File: config.mk
export PLATFORM = sky130hd
export DESIGN_NAME = clk_halt_seq
export DESIGN_NICKNAME = d
export VERILOG_FILES = /design/src/rtl/chrs_pkg.sv /design/src/rtl/chrs_sync.sv /design/src/rtl/chrs_halt_det.sv /design/src/rtl/chrs_phase_mon.sv /design/src/rtl/clk_halt_seq.sv
export SDC_FILE = /design/constraint.sdc
export NUM_CORES = 1
export LEC_CHECK = 0
export ABC_AREA = 0
export BUFFER_PORTS_ARGS = -buffer_cell sky130_fd_sc_hd__buf_4
export CAP_MARGIN = 5
export CORE_ASPECT_RATIO = 0.9
export CORE_MARGIN = 2
export CORE_UTILIZATION = 60
export DETAILED_ROUTE_END_ITERATION = 10
export GPL_TIMING_DRIVEN = 0
export PLACE_DENSITY = 0.77
export SKIP_LAST_GASP = 1
export SLEW_MARGIN = 15
export SYNTH_ARGS = -nofsm -noshare
export SYNTH_HDL_FRONTEND = slang
export SYNTH_SLANG_ARGS = --single-unit
File: constraint.sdc
create_clock -name clk -period 4.05 [get_ports clk]
set_clock_uncertainty 0.05 [all_clocks]
set_input_delay 0.6075 -clock clk [delete_from_list [all_inputs] [get_ports clk]]
set_output_delay 0.6075 -clock clk [all_outputs]
set_load 0.01 [all_outputs]
File: src/rtl/chrs_pkg.sv
package chrs_pkg;
  typedef enum logic [1:0] {
    ST_RESET  = 2'd0,
    ST_SETTLE = 2'd1,
    ST_RUN    = 2'd2,
    ST_LOST   = 2'd3
  } seq_state_e;

  // Loss threshold in bit clocks (strictly greater loses lock)
  function automatic int lose_bck(input int bck_per_frame);
    return (bck_per_frame == 48) ? 5 : 6;
  endfunction

  // Relock threshold in bit clocks (strictly less relocks)
  function automatic int keep_bck(input int bck_per_frame);
    return (bck_per_frame == 48) ? 4 : 5;
  endfunction
endpackage

File: src/rtl/chrs_sync.sv
module chrs_sync #(
  parameter int WIDTH  = 2,
  parameter int STAGES = 2
) (
  input  logic             clk,
  input  logic             rst_n,
  input  logic [WIDTH-1:0] async_in,
  output logic [WIDTH-1:0] rise
);
  for (genvar i = 0; i < WIDTH; i++) begin : g_bit
    logic [STAGES:0] sh_q;
    logic [STAGES:0] sh_d;

    always_comb sh_d = {sh_q[STAGES-1:0], async_in[i]};

    always_ff @(posedge clk or negedge rst_n) begin
      if (!rst_n) sh_q <= '0;
      else        sh_q <= sh_d;
    end

    assign rise[i] = sh_q[STAGES-1] & ~sh_q[STAGES];
  end
endmodule

File: src/rtl/chrs_halt_det.sv
module chrs_halt_det #(
  parameter int HALT_CYC = 400
) (
  input  logic clk,
  input  logic rst_n,
  input  logic sck_tick,
  output logic halted
);
  localparam int HW = $clog2(HALT_CYC + 1);
  localparam logic [HW-1:0] HALT_V = HW'(HALT_CYC);

  logic [HW-1:0] cnt_q, cnt_d;
  logic          cnt_en;

  always_comb begin
    cnt_en = sck_tick || (cnt_q != HALT_V);
    cnt_d  = sck_tick ? '0 : cnt_q + 1'b1;
  end

  // Starts saturated: no clock seen yet counts as halted
  always_ff @(posedge clk or negedge rst_n) begin
    if (!rst_n)      cnt_q <= HALT_V;
    else if (cnt_en) cnt_q <= cnt_d;
  end

  assign halted = (cnt_q == HALT_V);
endmodule

File: src/rtl/chrs_phase_mon.sv
module chrs_phase_mon #(
  parameter int FRAME    = 256,
  parameter int LOSE_SCK = 24,
  parameter int KEEP_SCK = 20
) (
  input  logic clk,
  input  logic rst_n,
  input  logic clear,
  input  logic sck_tick,
  input  logic frm_tick,
  output logic edge_o,
  output logic slip_o,
  output logic lock_o
);
  localparam int PW = $clog2(FRAME);
  localparam int DW = PW + 1;
  localparam logic [DW-1:0] FRAME_V = DW'(FRAME);
  localparam logic [DW-1:0] HALF_V  = DW'(FRAME / 2);
  localparam logic [DW-1:0] LOSE_V  = DW'(LOSE_SCK);
  localparam logic [DW-1:0] KEEP_V  = DW'(KEEP_SCK);
  localparam logic [PW-1:0] LAST_V  = PW'(FRAME - 1);

  logic [PW-1:0] pos_q, pos_d, prev_q, prev_d;
  logic          have_q, have_d;
  logic          edge_q, edge_d, slip_q, slip_d, lock_q, lock_d;
  logic [DW-1:0] raw, diff, mag;
  logic          judge;

  always_comb begin
    pos_d = pos_q;
    if (sck_tick) pos_d = (pos_q == LAST_V) ? '0 : pos_q + 1'b1;
    raw    = {1'b0, pos_q} + FRAME_V - {1'b0, prev_q};
    diff   = (raw >= FRAME_V) ? raw - FRAME_V : raw;
    mag    = (diff > HALF_V) ? FRAME_V - diff : diff;
    judge  = frm_tick & have_q & ~clear;
    prev_d = frm_tick ? pos_q : prev_q;
    have_d = clear ? 1'b0 : (have_q | frm_tick);
    edge_d = frm_tick & ~clear;
    slip_d = judge & (mag > LOSE_V);
    lock_d = judge & (mag < KEEP_V);
  end

  always_ff @(posedge clk or negedge rst_n) begin
    if (!rst_n) begin
      pos_q  <= '0;
      prev_q <= '0;
      have_q <= 1'b0;
      edge_q <= 1'b0;
      slip_q <= 1'b0;
      lock_q <= 1'b0;
    end else begin
      pos_q  <= pos_d;
      prev_q <= prev_d;
      have_q <= have_d;
      edge_q <= edge_d;
      slip_q <= slip_d;
      lock_q <= lock_d;
    end
  end

  assign edge_o = edge_q;
  assign slip_o = slip_q;
  assign lock_o = lock_q;
endmodule

File: src/rtl/clk_halt_seq.sv
module clk_halt_seq
  import chrs_pkg::*;
#(
  parameter int SCK_PER_FRAME = 256,
  parameter int BCK_PER_FRAME = 64,
  parameter int RST_SCK       = 1024,
  parameter int LONG_FRAMES   = 8960,
  parameter int SHORT_FRAMES  = 32,
  parameter int HALT_CYC      = 400
) (
  input  logic clk,
  input  logic rst_n,
  input  logic pwr_good,
  input  logic sck_in,
  input  logic frame_in,
  output logic core_rst_n,
  output logic power_down,
  output logic force_zero,
  output logic fade_start
);
  localparam int SCK_PER_BCK = SCK_PER_FRAME / BCK_PER_FRAME;
  localparam int LOSE_SCK    = lose_bck(BCK_PER_FRAME) * SCK_PER_BCK;
  localparam int KEEP_SCK    = keep_bck(BCK_PER_FRAME) * SCK_PER_BCK;
  localparam int RW          = $clog2(RST_SCK + 1);
  localparam int FMAX        = (LONG_FRAMES > SHORT_FRAMES) ? LONG_FRAMES : SHORT_FRAMES;
  localparam int FW          = $clog2(FMAX + 1);
  localparam logic [RW-1:0] RST_LAST   = RW'(RST_SCK - 1);
  localparam logic [FW-1:0] LONG_LAST  = FW'(LONG_FRAMES - 1);
  localparam logic [FW-1:0] SHORT_LAST = FW'(SHORT_FRAMES - 1);

  // Reset: asserted asynchronously, released on clk
  logic [1:0] rs_q;
  logic       irst_n;
  always_ff @(posedge clk or negedge rst_n) begin
    if (!rst_n) rs_q <= 2'b00;
    else        rs_q <= {rs_q[0], 1'b1};
  end
  assign irst_n = rs_q[1];

  logic [1:0] rise;
  logic       sck_tick, frm_tick, halted;
  logic       ph_edge, ph_slip, ph_lock;
  seq_state_e st_q, st_d;

  chrs_sync #(.WIDTH(2), .STAGES(2)) u_sync (
    .clk(clk), .rst_n(irst_n), .async_in({frame_in, sck_in}), .rise(rise)
  );
  assign sck_tick = rise[0];
  assign frm_tick = rise[1];

  chrs_halt_det #(.HALT_CYC(HALT_CYC)) u_halt (
    .clk(clk), .rst_n(irst_n), .sck_tick(sck_tick), .halted(halted)
  );

  chrs_phase_mon #(
    .FRAME(SCK_PER_FRAME), .LOSE_SCK(LOSE_SCK), .KEEP_SCK(KEEP_SCK)
  ) u_phase (
    .clk(clk), .rst_n(irst_n), .clear(st_q == ST_RESET),
    .sck_tick(sck_tick), .frm_tick(frm_tick),
    .edge_o(ph_edge), .slip_o(ph_slip), .lock_o(ph_lock)
  );

  logic [RW-1:0] rc_q, rc_d;
  logic [FW-1:0] fc_q, fc_d, fc_last;
  logic          short_q, short_d, pd_q, pd_d, fade_q, fade_d;

  always_comb begin
    st_d    = st_q;
    rc_d    = rc_q;
    fc_d    = fc_q;
    short_d = short_q;
    fc_last = short_q ? SHORT_LAST : LONG_LAST;
    if (halted || !pwr_good) begin
      st_d = ST_RESET;
      rc_d = '0;
    end else begin
      unique case (st_q)
        ST_RESET: if (sck_tick) begin
          if (rc_q == RST_LAST) begin
            st_d    = ST_SETTLE;
            rc_d    = '0;
            fc_d    = '0;
            short_d = 1'b0;
          end else begin
            rc_d = rc_q + 1'b1;
          end
        end
        ST_SETTLE: begin
          if (ph_slip)                 st_d = ST_LOST;
          else if (ph_edge) begin
            if (fc_q == fc_last)       st_d = ST_RUN;
            else                       fc_d = fc_q + 1'b1;
          end
        end
        ST_RUN:  if (ph_slip) st_d = ST_LOST;
        ST_LOST: if (ph_lock) begin
          st_d    = ST_SETTLE;
          fc_d    = '0;
          short_d = 1'b1;
        end
        default: st_d = ST_RESET;
      endcase
    end
    pd_d   = halted | ~pwr_good;
    fade_d = (st_q == ST_SETTLE) && (st_d == ST_RUN);
  end

  always_ff @(posedge clk or negedge irst_n) begin
    if (!irst_n) begin
      st_q    <= ST_RESET;
      rc_q    <= '0;
      fc_q    <= '0;
      short_q <= 1'b0;
      pd_q    <= 1'b1;
      fade_q  <= 1'b0;
    end else begin
      st_q    <= st_d;
      rc_q    <= rc_d;
      fc_q    <= fc_d;
      short_q <= short_d;
      pd_q    <= pd_d;
      fade_q  <= fade_d;
    end
  end

  assign core_rst_n = (st_q != ST_RESET);
  assign force_zero = (st_q != ST_RUN);
  assign power_down = pd_q;
  assign fade_start = fade_q;
endmodule

==> results of run 1 <==
## what timing repair did
item                      CTS  global route
hold buffers                1             0
hold endpoints to repair    2             0
resized for setup           0             0
## routing by layer
metal / global-route usage / routed length [um] / vias up
li1: - / - / 1398
met5: 0 / 0 / -
met4: 0.07031 / 88 / 0
met3: 0.06204 / 189 / 12
met1: 0.2835 / 3200 / 1343
met2: 0.3656 / 3366 / 29
## Yosys cell counts, drive strengths merged, types with 6 or more instances
master and count:
clkbuf 7, nand3 21, nand2b 7, nor4 9
ha 20, mux2 9, xor2 11, dfrtp 63
a21oi 19, xnor2 24, nand4 6, nor2 57
o21ai 16, inv 26, nand2 30, nor3 14
## flip-flops by register name (all words and copies together), names as in the netlist
signal,cells
u_sync.g_bit.sh_q,6
power_down,1
u_halt.cnt_q,9
u_phase.have_q,1
u_phase.lock_o,1
st_q,2
fade_start,1
rc_q,11
short_q,1
fc_q,14
u_phase.slip_o,1
u_phase.pos_q,8
u_phase.prev_q,8
u_phase.edge_o,1
rs_q,2
## power groups by stage
| stage | Sequential, mW | Combinational [mW] | Clock, mW |
|---|---|---|---|
| floorplan | 0.876 | 0.983 | 0 |
| global placement | 0.900 | 1.13 | 0 |
| detailed placement | 0.902 | 1.20 | 0 |
| CTS | 0.889 | 1.21 | 0.621 |
| global route | 0.906 | 1.39 | 0.649 |
| finish | 0.890 | 1.22 | 0.606 |
## final timing paths
check	from	end	slack (ps)	depth (start not counted)
min in group clk	u_sync.g_bit[1].sh_q[0]	u_sync.g_bit[1].sh_q[1]	310	0
min reg2reg	rs_q[1]	u_halt.cnt_q[2]	120	0
max in group asynchronous	rs_q[1]	power_down	3260	1
min	rs_q[1]	u_halt.cnt_q[2]	120	0
max	u_phase.pos_q[0]	u_phase.slip_o	1120	11
max reg2reg	u_phase.pos_q[0]	u_phase.slip_o	1120	11
## layout make-up
| cell class | instances | area share |
|---|---|---|
| Inverter | 26 | 0.02370 |
| Buffer | 9 | 0.01155 |
| Clock buffer | 11 | 0.03434 |
| Sequential cell | 67 | 0.4093 |
| Clock inverter | 5 | 0.01884 |
| Multi-Input combinational cell | 291 | 0.4567 |
| Tap cell | 72 | 0.02188 |
| Timing Repair Buffer | 10 | 0.02370 |
## logic make-up (layout without fill, tap and decap cells)
group	Yosys count	after routing
buffers and inverters	35	61
DFF	67	67
AOI/OAI and AO/OA	52	52
xor gates and xnor gates	35	35
muxes	12	12
adders and majority gates	21	21
other	1	1
and+or+nand+nor	170	170
==> qor.yml, run 1 <==
status: "finished, final reports clean"
worst_pin_slew_ps: 588.8
grt_start_max_net_pins: 55
path_max_fanout: 6
ys_seq_area_frac: 0.4536
p_comb_frac: 0.449
synth.avg_cell_area_um2: 9.433
die_h_um: 78.57
diodes: 0
fp-row-count: 27
drt_iter0_drc: 125
synth_compound_area_frac: 0.08775
fin_tns_setup_ps: 0
antenna_found_initial: 0
hold_viol: 0
post_cts.repair.setup_buffers: 0
rsz0062_at_grt: "no"
portBuffers: 8
ys_seq_elements: 67
fillerInstances: 484
cts.clk_slew.worst_paths_ps: 80
start_util: 0.6131
required_ps: 4260
synth_xor_area_frac: 0.08269
max_clock_freq_mhz: 341.5
track_usage: 0.2224
insertion_delay_ps: 340
cts-root-buf: "clkbuf_8"
nets: 440
path_common_cell: "inv_1"
most-common-layout-cells: "dfrtp_1, nor2_1, nand2_1"
dr.pass1.iters: 4
setup_viol: 0
cts_made_buffers: 9
report.final.slew_viol_count: 0
antenna_left: 0
layout.cells.most_common: "dfrtp_1"
seqCellArea_um2: 1685
clock-sinks: 67
synth_edf_count: 0
arrival_ps: 3130
area_growth_pct: 11.07
worstHoldPathType: "register to asynchronous set/reset pin"
grt_pass1_vias: 2784
p_int_mw: 1.644
final_area_um2: 4118
yosys.area_share.adder: 0.07290
viasPerCell: 5.666
endpoint_kind: "register"
htree_levels: 3
async_flop_share: 1.000
synth_area_leaders: "dfrtp_1, ha_1, nor2_1"
multiInputGateArea_um2: 1881
ys_warn_count: 0
synth-simple-area-share: 0.2275
utilization: 0.6809
total_power_mw: 2.715
dp_cells: 474
yosys.area.top_type: "dfrtp_1"
num_vias: 2782
cts_tree: "yes"
syn-num-nets: 419
dieArea_um2: 6824
dp_slack_ps: 1161
place_congestion: 0.8380
synthMuxAreaShare: 0.03544
synth_top_family_by_area: "simple AND/OR/NAND/NOR gates"
wl_per_cell_um: 13.94
globalRouteOverflowTotal: 0
finalCritPeriodShare: 0.7229
ir_drop_v: 0.0004393
synth.distinct_cells: 51
cp_num_buf_inv: 3
clockPowerShare: 0.223
clockBufferDepth: 2
die_x_um: 86.86
setup_ws_ps: 1122
leakage_nw: 1.775
synthCells: 393
finalNonFillerCells: 491
slowest_stage: "or4_1"
drive_gt1_frac: 0.1241
core_area_um2: 6047
max_cap_violations: 0
slew_headroom: 0.6060
path_cells: "inv_1 > ha_1 > inv_1 > fa_1 > xnor2_1 > and2_0 > clkbuf_1 > nand3_1 > or4_1 > a21oi_1 > o2bb2ai_1"
drc: 0
path_class: "register to register"
num_io_pins: 9
pwr-share-seq: 0.328
hpwlAfterDp_um: 4957
whs_ps: 123.5
p_switching_mw: 1.071
netSwitchingFraction: 0.3944
finalCriticalPeriod_ps: 2928
synthFlopType: "dfrtp_1"
critPathTopFamily: "simple AND/OR/NAND/NOR gates"
syn_area_um2: 3707
cpPeakStageDelay_ps: 450
wl_um: 6845
start_kind: "register"
synth_top_area_frac: 0.4252
postPlaceCellArea_um2: 3889
grt_pass1_wl_um: 12050
powerDensity_nw_per_um2: 659.2
(Power assumes the default switching activity.)
==> run 2: changes to the inputs <==
ABC_AREA = 1   (was 0)
clock period = 2.8 ns   (was 4.05 ns; I/O delays follow)
==> run 2 against run 1 <==
Worst hold slack improved by 7.7 ps. Global-route usage rose by 0.38 points. Synthesized cell count rose by 35%. Power rose by 29%. Combinational power rose by 34%. Critical endpoint is now u_phase.lock_o. Utilization rose by 0.93 points. Worst setup slack got worse by 980 ps. Critical path type unchanged. Largest power group unchanged. Die area rose by 7.7%.
==> qor.yml, run 2 <==
status: "finished, final reports clean"
path_depth: 18  # +7
num_io_pins: 9  # unchanged
cts.clk_slew.worst_paths_ps: 80  # about the same
syn_area_um2: 4006  # +8.1%
path_cells: "inv_2 > ha_2 > inv_1 > fa_1 > inv_2 > ha_4 > inv_1 > nor2_1 > nand3_2 > nor2_4 > nand3_2 > nand2_2 > inv_1 > nand2_1 > nand2_2 > nor2_4 > nand3_2 > nor2_2"
setup_viol: 0  # unchanged
fp-row-count: 28  # +3.7%
synth_compound_area_frac: 0.08339  # -0.004364
cts_made_buffers: 9  # unchanged
viasPerCell: 5.229  # -7.7%
syn-num-nets: 555  # +32%
max_clock_freq_mhz: 376.9  # +10%
slowest_stage: "fa_1"
synth_top_area_frac: 0.3935  # -0.03174
hold_viol: 0  # unchanged
start_kind: "register"
endpoint_kind: "register"
synth_edf_count: 0  # unchanged
ys_seq_elements: 67  # unchanged
fin_tns_setup_ps: 0  # unchanged
num_vias: 3404  # +22%
path_class: "register to register"
insertion_delay_ps: 340  # about the same
top_regs: "fc_q (14), rc_q (11), u_halt.cnt_q (9)"
path_max_fanout: 4  # -2
grt_start_max_net_pins: 52  # -5.5%
hpwlAfterDp_um: 5667  # +14%
dr.pass1.iters: 6  # +2
drt_iter0_drc: 162  # +30%
cts_tree: "yes"
netlist_top_cells_count: "nand2_1, inv_1, dfrtp_1"
largest-register: "fc_q"
globalRouteOverflowTotal: 0  # unchanged
yosys.area_share.adder: 0.06746  # -0.005441
ys_seq_area_frac: 0.4197  # -0.03386
rr_worst_depth: 18  # +7
synthMuxAreaShare: 0  # -0.03544
htree_levels: 3  # unchanged
async_flop_share: 1.000  # unchanged
portBuffers: 8  # unchanged
clock-sinks: 67  # unchanged
die_x_um: 90.14  # +3.8%
core_area_um2: 6516  # +7.8%
synth.avg_cell_area_um2: 7.573  # -20%
place_congestion: 0.8370  # -0.12%
synth_top_family_by_area: "simple AND/OR/NAND/NOR gates"
synth_area_leaders: "dfrtp_1, nand2_1, inv_1"
wl_um: 7801  # +14%
clockBufferDepth: 2  # unchanged
track_usage: 0.2262  # +0.003824
synthCells: 529  # +35%
rrSetupSlack_ps: 150  # -980 ps
required_ps: 3020  # -1240 ps
worstHoldPathType: "register to asynchronous set/reset pin"
finalCriticalPeriod_ps: 2654  # -274.3 ps
ys_warn_count: 0  # unchanged
grt_pass1_vias: 3203  # +15%
cts-root-buf: "clkbuf_8"
r2r-end: "u_phase.lock_o"
finalCritPeriodShare: 0.9477  # +0.2248
postPlaceCellArea_um2: 4210  # +8.3%
grt_pass1_wl_um: 13590  # +13%
largest_register_ffs: 14  # unchanged
ir_drop_v: 0.0003944  # -10%
layout.cells.most_common: "nand2_1"
yosysMostFrequentCell: "nand2_1"
crit_start: "u_phase.pos_q[0]"
final_area_um2: 4498  # +9.2%
cpPeakStageDelay_ps: 510  # +60 ps
total_power_mw: 3.488  # +29%
wl_per_cell_um: 11.98  # -14%
most-common-layout-cells: "nand2_1, inv_1, dfrtp_1"
diodes: 0  # unchanged
drive_gt1_frac: 0.1266  # +0.002455
leakage_nw: 2.172  # +22%
antenna_found_initial: 0  # unchanged
arrival_ps: 2870  # -260 ps
die_h_um: 81.52  # +3.8%
antenna_left: 0  # unchanged
area_growth_pct: 12.27
dieArea_um2: 7348  # +7.7%
max_cap_violations: 0  # unchanged
nets: 582  # +32%
whs_ps: 131.2  # +7.704 ps
powerDensity_nw_per_um2: 775.5  # +18%
synth_xor_area_frac: 0.03279  # -0.04989
yosys.area.top_type: "dfrtp_1"
report.final.slew_viol_count: 0  # unchanged
cp_num_buf_inv: 5  # +2
critPathTopFamily: "simple AND/OR/NAND/NOR gates"
drc: 0  # unchanged
synth-simple-area-share: 0.2992  # +0.07172
rr_startpoint: "u_phase.pos_q[0]"
synthFlopType: "dfrtp_1"
start_util: 0.6148  # +0.001746
synth.distinct_cells: 41  # -20%
-- run 2: changes by cell type in the layout (fill, tap and decap cells not counted), moves of 7 or more --
cell,before,now
nand2b_1,7,0
nand2_1,30,119
nand3_1,20,36
o21ai_1,0,10
inv_2,0,8
mux2_2,9,0
nor3_1,14,22
xnor2_1,24,3
nor2_1,57,45
nand2_2,0,10
inv_1,26,79
-- run 2: metal layers --
layer  wire length [um]  track usage  up-vias
li1                   -            -     1748
met1               3791       0.2911     1604
met2               3717       0.3932       45
met3                209      0.05321        7
met4                 82      0.05692        0
met5                  0            0        -
-- run 2: final cells by class --
cell class                      instances  area [um2]
Buffer                                  8       50.05
Clock buffer                           11       141.4
Clock inverter                          5       38.79
Fill cell                             538        2018
Inverter                               89       336.6
Multi-Input combinational cell        365        1991
Sequential cell                        67        1685
Tap cell                               90       112.6
Timing Repair Buffer                   16       142.6
-- run 2: stage by stage --
step,util,std cells,worst slack [ps]
finish,0.6903,651,146.4
global route,0.6903,651,-69.03
CTS,0.6753,645,2.402
detailed placement,0.6461,628,41.11
global placement,0.6413,627,55.84
floorplan,-,529,411.3
-- run 2: cell families after synthesis --
group | Yosys count
adders and majority gates | 21
other | 1
xor gates and xnor gates | 15
and+or+nand+nor | 265
AOI/OAI and AO/OA | 63
DFF | 67
buffers and inverters | 97
-- run 2: power by group --
group | internal [mW] | switching, mW
combinational | 0.605 | 1.03
clock | 0.350 | 0.375
sequential | 1.05 | 0.0777
-- run 2: worst max-delay path by stage --
stage	end
5_1_grt	u_phase.lock_o
3_3_place_gp	fc_q[3]
2_1_floorplan	u_phase.lock_o
4_1_cts	u_phase.lock_o
3_5_place_dp	u_phase.lock_o
6_report	u_phase.lock_o
-- run 2: repair_timing --
item | 4_1_cts | 5_1_grt
setup buffers | 0 | 6
hold buffers | 1 | 0
endpoints found under the setup margin | 0 | 2
endpoints found under the hold margin | 2 | 0
resized for setup | 0 | 15
